### src/rtl/status_pkg.sv
package status_pkg;

    typedef struct packed {
        logic       bnk_ind;
        logic [1:0] bnk_dir;
        logic       to;
        logic       pd;
        logic       z;
        logic       dc;
        logic       c;
    } status_t;

    typedef enum logic [1:0] {
        ST_RUN_OK    = 2'd0,
        ST_SLEPT     = 2'd1,
        ST_WDT_RUN   = 2'd2,
        ST_WDT_SLEPT = 2'd3
    } pwr_state_e;

    localparam logic [2:0] FLAG_RESET = 3'b000;

endpackage

### src/rtl/pwr_status_fsm.sv
module pwr_status_fsm
    import status_pkg::*;
(
    input  logic clk,
    input  logic rst_n,
    input  logic ev_wdt_clr,
    input  logic ev_sleep,
    input  logic ev_wdt_to,
    output logic to_o,
    output logic pd_o
);

    pwr_state_e state_q;
    pwr_state_e state_d;

    always_comb begin
        state_d = state_q;
        if (ev_wdt_to) begin
            unique case (state_q)
                ST_RUN_OK, ST_WDT_RUN:  state_d = ST_WDT_RUN;
                ST_SLEPT, ST_WDT_SLEPT: state_d = ST_WDT_SLEPT;
                default:                state_d = ST_RUN_OK;
            endcase
        end else if (ev_sleep) begin
            state_d = ST_SLEPT;
        end else if (ev_wdt_clr) begin
            state_d = ST_RUN_OK;
        end
    end

    always_ff @(posedge clk or negedge rst_n) begin
        if (!rst_n) state_q <= ST_RUN_OK;
        else        state_q <= state_d;
    end

    always_comb begin
        unique case (state_q)
            ST_RUN_OK:    begin to_o = 1'b1; pd_o = 1'b1; end
            ST_SLEPT:     begin to_o = 1'b1; pd_o = 1'b0; end
            ST_WDT_RUN:   begin to_o = 1'b0; pd_o = 1'b1; end
            ST_WDT_SLEPT: begin to_o = 1'b0; pd_o = 1'b0; end
            default:      begin to_o = 1'b1; pd_o = 1'b1; end
        endcase
    end

endmodule

### src/rtl/flag_arbiter.sv
module flag_arbiter
    import status_pkg::*;
#(
    parameter int NFLAG = 3
) (
    input  logic             clk,
    input  logic             rst_n,
    input  logic             wr_en,
    input  logic [NFLAG-1:0] wr_bits,
    input  logic [NFLAG-1:0] upd,
    input  logic [NFLAG-1:0] val,
    output logic [NFLAG-1:0] flags_q
);

    localparam logic [NFLAG-1:0] RST_VAL = NFLAG'(FLAG_RESET);

    for (genvar i = 0; i < NFLAG; i++) begin : g_flag
        logic nxt;
        always_comb begin
            if (upd[i])     nxt = val[i];
            else if (wr_en) nxt = wr_bits[i];
            else            nxt = flags_q[i];
        end
        always_ff @(posedge clk or negedge rst_n) begin
            if (!rst_n) flags_q[i] <= RST_VAL[i];
            else        flags_q[i] <= nxt;
        end
    end

endmodule

### src/rtl/bank_addr_gen.sv
module bank_addr_gen #(
    parameter int DIR_OFS_W = 7,
    parameter int IND_PTR_W = 8,
    localparam int DIR_AW   = DIR_OFS_W + 2,
    localparam int IND_AW   = IND_PTR_W + 1
) (
    input  logic                 bnk_ind,
    input  logic [1:0]           bnk_dir,
    input  logic [DIR_OFS_W-1:0] dir_ofs,
    input  logic [IND_PTR_W-1:0] ind_ptr,
    output logic [DIR_AW-1:0]    dir_addr,
    output logic [IND_AW-1:0]    ind_addr
);

    always_comb begin
        dir_addr = {bnk_dir, dir_ofs};
        ind_addr = {bnk_ind, ind_ptr};
    end

endmodule

### src/rtl/cpu_status_reg.sv
module cpu_status_reg
    import status_pkg::*;
#(
    parameter int DIR_OFS_W = 7,
    parameter int IND_PTR_W = 8,
    localparam int DIR_AW   = DIR_OFS_W + 2,
    localparam int IND_AW   = IND_PTR_W + 1
) (
    input  logic                 clk,
    input  logic                 rst_n,
    input  logic                 wr_en,
    input  logic [7:0]           wr_data,
    input  logic                 upd_z,
    input  logic                 z_new,
    input  logic                 upd_dc,
    input  logic                 dc_new,
    input  logic                 upd_c,
    input  logic                 c_new,
    input  logic                 ev_wdt_clr,
    input  logic                 ev_sleep,
    input  logic                 ev_wdt_to,
    input  logic [DIR_OFS_W-1:0] dir_ofs,
    input  logic [IND_PTR_W-1:0] ind_ptr,
    output logic [7:0]           status,
    output logic [DIR_AW-1:0]    dir_addr,
    output logic [IND_AW-1:0]    ind_addr
);

    status_t    wr_view;
    status_t    cur;
    logic [2:0] bank_q;
    logic [2:0] flags_q;
    logic       to_s;
    logic       pd_s;
    logic       unused_pwr_wr;

    assign wr_view       = status_t'(wr_data);
    assign unused_pwr_wr = wr_view.to ^ wr_view.pd;

    always_ff @(posedge clk or negedge rst_n) begin
        if (!rst_n)     bank_q <= 3'b000;
        else if (wr_en) bank_q <= {wr_view.bnk_ind, wr_view.bnk_dir};
    end

    flag_arbiter #(.NFLAG(3)) u_flags (
        .clk     (clk),
        .rst_n   (rst_n),
        .wr_en   (wr_en),
        .wr_bits ({wr_view.z, wr_view.dc, wr_view.c}),
        .upd     ({upd_z, upd_dc, upd_c}),
        .val     ({z_new, dc_new, c_new}),
        .flags_q (flags_q)
    );

    pwr_status_fsm u_pwr (
        .clk        (clk),
        .rst_n      (rst_n),
        .ev_wdt_clr (ev_wdt_clr),
        .ev_sleep   (ev_sleep),
        .ev_wdt_to  (ev_wdt_to),
        .to_o       (to_s),
        .pd_o       (pd_s)
    );

    always_comb begin
        cur.bnk_ind = bank_q[2];
        cur.bnk_dir = bank_q[1:0];
        cur.to      = to_s;
        cur.pd      = pd_s;
        cur.z       = flags_q[2];
        cur.dc      = flags_q[1];
        cur.c       = flags_q[0];
    end

    assign status = cur;

    bank_addr_gen #(.DIR_OFS_W(DIR_OFS_W), .IND_PTR_W(IND_PTR_W)) u_addr (
        .bnk_ind  (cur.bnk_ind),
        .bnk_dir  (cur.bnk_dir),
        .dir_ofs  (dir_ofs),
        .ind_ptr  (ind_ptr),
        .dir_addr (dir_addr),
        .ind_addr (ind_addr)
    );

endmodule

### config.mk
export PLATFORM = sky130hd
export DESIGN_NAME = cpu_status_reg
export DESIGN_NICKNAME = d
export VERILOG_FILES = /design/src/rtl/status_pkg.sv /design/src/rtl/pwr_status_fsm.sv /design/src/rtl/flag_arbiter.sv /design/src/rtl/bank_addr_gen.sv /design/src/rtl/cpu_status_reg.sv
export SDC_FILE = /design/constraint.sdc
export NUM_CORES = 1
export LEC_CHECK = 0
export ABC_AREA = 1
export CAP_MARGIN = 20
export CORE_AREA = 2 2 39 41
export DETAILED_ROUTE_END_ITERATION = 16
export DIE_AREA = 0 0 41 43
export DONT_BUFFER_PORTS = 1
export GPL_ROUTABILITY_DRIVEN = 0
export HOLD_SLACK_MARGIN = 0.05
export PLACE_DENSITY = 0.58
export SETUP_SLACK_MARGIN = 0.4
export SYNTH_ARGS = -nofsm -noshare
export SYNTH_HDL_FRONTEND = slang
export SYNTH_SLANG_ARGS = --single-unit
### constraint.sdc
create_clock -name clk -period 0.8 [get_ports clk]
set_input_delay 0.08 -clock clk [delete_from_list [all_inputs] [get_ports clk]]
set_output_delay 0.08 -clock clk [all_outputs]
set_load 0.005 [all_outputs]
# Word level (Yosys, flattened, before mapping)
# Cells that the tools add are included.
totals:
  register_bits: 8
  in_bits: 35
  out_inout_bits: 26
  wordCells: 29
op_classes:
  eq_ne: 3
  n_mux: 12
  n_reduce_logical: 9
ops:
  columns: ["cell", "n"]
  rows:
  - ["OR reduction 2 bit", 4]
  - ["two-way mux 1 bit", 6]
  - ["two-way mux 2 bit", 3]
  - ["nonzero test 2 bit", 3]
  - ["equality test 2 bit, second input constant", 2]
  - ["case mux 1 bit (2 select lines)", 2]
  - ["case mux 2 bit (2 select lines)", 1]
  - ["nonzero test 3 bit", 1]
  - ["equality test 2 x 1 -> 1 bit, second input constant", 1]
  - ["logical NOT 2 bit", 1]

# Depth between registers and ports, before layout
logic_depth:
  word_depth: 4
  ltp_mapped: 4

# By module
# Synthesis repeated with hierarchy kept, for this count alone.
unflattened:
  cells_unflattened: 73
  area_unflattened_um2: 530.5
by_module_without_submodules:
  columns: ["module", "instances", "cells_each", "area_each_um2"]
  rows:
  - ["flag_arbiter", 1, 28, 172.7]
  - ["bank_addr_gen", 1, 18, 135.1]
  - ["cpu_status_reg", 1, 15, 127.6]
  - ["pwr_status_fsm", 1, 12, 95.1]

# Worst setup path before layout
# Ideal clock, no wire load.
synth_timing:
  path_kind: "register to register"
  start: "reg, netlist name u_flags.flags_q[0]"
  end: "reg u_flags.flags_q[0]"
  arrival_ps: 552
  required_time_ps: 683
  setup_slack_ps: 130
  stages_incl_launch_ff: 5
  path_buffers: 0
  path_cell_list: "dfrtp_1 > inv_1 > nand2_1 > nand3_1 > nand2_1"
synth_lines:
  columns: ["element", "line", "text"]
  rows:
  - ["end signal: indexed assignment", "flag_arbiter.sv:25", "if (!rst_n) flags_q[i] <= RST_VAL[i];"]
  - ["end signal: indexed assignment", "flag_arbiter.sv:26", "else flags_q[i] <= nxt;"]
  - ["end: declaration", "flag_arbiter.sv:12", "output logic [NFLAG-1:0] flags_q"]

# Worst setup path after layout
layout_timing:
  start: "reg u_pwr.state_q[0]"
  end: "out status[3]"
layout_via:
  elab_chain_cells: 3
  elab_cells_between_ends: 7
layout_rtl:
  columns: ["element", "line", "text"]
  rows:
  - ["start: declaration", "pwr_status_fsm.sv:13", "pwr_state_e state_q;"]
  - ["start signal: assignment", "pwr_status_fsm.sv:33", "else state_q <= state_d;"]
  - ["equality test 2 x 1 -> 1 bit (tied with other cells)", "pwr_status_fsm.sv:37", "unique case (state_q)"]
  - ["OR reduction 2 bit (no line)", null, null]
  - ["case mux 1 bit (2 select lines) *", "pwr_status_fsm.sv:37", null]
  - ["end: declaration", "cpu_status_reg.sv:24", "output logic [7:0] status,"]
# Mark *: on every way between the ends. The rest lies on a longest branch, timed or not.

==> flow_summary.toml <==
[status]
violations = "negative hold slack"
outcome = "complete, but fails checks"

[clock_network]
clk_latency_ns = 0.24
cts_root_buffer = "clkbuf_4"
ctsHoldBuffers = 1
clk_path_buf_depth = 2
path_clk_slew_ns = 0.05
h-tree-depth = 1
numCtsBuffers = 3
clock-sinks = 8
cts_tree = "built"

[timing]
rsz0062_at_grt = "true"
fin_crit_ns = 0.757
max_freq_ghz = 1.32
holdWs_ns = -0.191
fin_crit_sh_pct = 94.7
setup_ws_ns = 0.0427
max-slew-margin-rel_pct = 75.0
skew_ns = 0
worstMarginPinSlew_ns = 0.375
finalSetupViolCount = 0
slew_violations = 0
hold_violations = 16

[worst_setup_path]
required_ns = 0.72
crit_buf_inv = 1
crit_family = "flip-flops"
worstPathCellList = "inv_2"
critPathMaxFanout = 2
max_stage_delay_ns = 0.38
arrival_ns = 0.68
path_class = "reg2out"
critPathCaptureType = "output port"
cp_slowest_cell = "dfrtp_1"
cp-start-kind = "flip-flop"
r2r_end = "u_pwr.state_q[0]"
path_depth = 1
r2r-start = "u_pwr.state_q[0]"
reg2reg_slack_ns = 0.08
reg2regPathDepth = 3

[placement]
pre_cts_ws_ns = 0.0693
dpl.hpwl_um = 656
port_buffers = 0
dp.cells = 67

[floorplanning]
die_h_um = 43
design.core.area_mm2 = 0.00138
ioPinCount = 61
placementRows = 14
dieArea_mm2 = 0.00176
die_w_um = 41
start_util_pct = 38.0

[synthesis]
post-synth-top-area-cell = "dfrtp_1"
synth.ff_latch_count = 8
synth_top_area_share_pct = 38.1
synth_area_per_cell_um2 = 7.30
synthesis.instances = 72
synth_area_um2 = 526
synth_area_leaders = "dfrtp_1, buf_4, nand2_1, inv_1, nand3_1"
ys_seq_area_share_pct = 38.1
ys_types = 7
ys.warnings.count = 0
syn_nets = 107

[detailed_routing]
dr_total_vias = 309
drtAntennaViolNets = 0
drt-wirelength-per-cell_um = 11.2
drt-total-wl_um = 815
route.detailed.drc = 0
firstDrtPassIters = 2
dr.first_iter.drc_count = 1
viasPerCell = 4.23

[power]
vdd_drop_max_v = 0.000519
p_total_mw = 0.864
p_per_area_mw_per_mm2 = 1960
leakage_nw = 0.278

[layout]
n_fill_cell = 165
final_cell_mix = "nand2_1, inv_1, dfrtp_1"
final_common_cell = "nand2_1"
area_delta_synth_final_pct = -16.2
final_cells = 73
finalNetCount = 94
drive_gt1_share_pct = 15.8
diodes = 0

[grt]
grt_max_degree = 9
grt_overflow = 0
grt_antenna_before_repair = 0
grt_use_total_pct = 9.68
grt_pass1_wl_um = 1150
grt_pass1_vias = 307

[min_path]
hold_path_class = "in2async"

[job]
drv_cap = 0
logic make-up after synthesis:
group	synth area share [%]
simple gates	20.0
compound gates	1.90
flops	38.1
buf+inv	40.0
per-stage QoR:
step / TNS, ns / util, % / hold slack [ns] / cell area (um^2)
final: 0 / 31.8 / -0.191 / 440
after global routing: -0.00201 / 31.8 / -0.167 / 440
after CTS: 0 / 31.5 / -0.101 / 435
after detailed placement: 0 / 28.0 / -0.215 / 388
after global placement: 0 / 28.0 / -0.215 / 388
after floorplan: 0 / - / -0.216 / 541
cells in the mapped netlist, drive strengths merged:
cell type,instances
nand2,24
buf,21
inv,14
dfrtp,8
nand3,3
o21ai,2
area by class of cell:
cell class	count	area [um^2]	area share, %
tap	16	20.0	4.55
clock buffer	3	22.5	5.11
timing repair buffer	3	27.5	6.25
sequential	8	200	45.5
inverter	14	52.6	11.9
multi-input combinational	29	118	26.7
routing by layer:
metal  up-vias  track usage, %  share of wire, %
met2        20            13.4                47
met3         2            1.05                14
li1        160               -                 -
met1       127            11.7                38
met4         0            10.0              0.74
met5         -               0                 0
worst max path at each step:
stage	startpoint	endpoint	slack (ns)
2_1_floorplan	u_flags.flags_q[0]	u_flags.flags_q[0]	0.13
3_3_place_gp	u_flags.flags_q[0]	u_flags.flags_q[0]	0.09
3_5_place_dp	u_flags.flags_q[1]	u_flags.flags_q[1]	0.07
4_1_cts	u_pwr.state_q[0]	status[3]	0.03
5_1_grt	u_pwr.state_q[0]	status[3]	-0.002
6_report	u_pwr.state_q[0]	status[3]	0.04
flip-flops by register name, summed over array words and instances, names as in the netlist:
signal           flops
bank_q               3
u_flags.flags_q      3
u_pwr.state_q        2
timing repair:
item,in CTS,in global routing
hold endpoints to repair,16,16
endpoints found under the setup margin,19,27
pin swaps,6,0
setup buffers,2,0
gates resized for setup,0,4
power by group:
group	total, mW	internal, mW	leakage [nW]	switching [mW]
combinational	0.0974	0.0453	0.169	0.0520
clock	0.294	0.171	0.0138	0.123
sequential	0.473	0.442	0.0948	0.0314
Power figures use the tool's default switching activity.
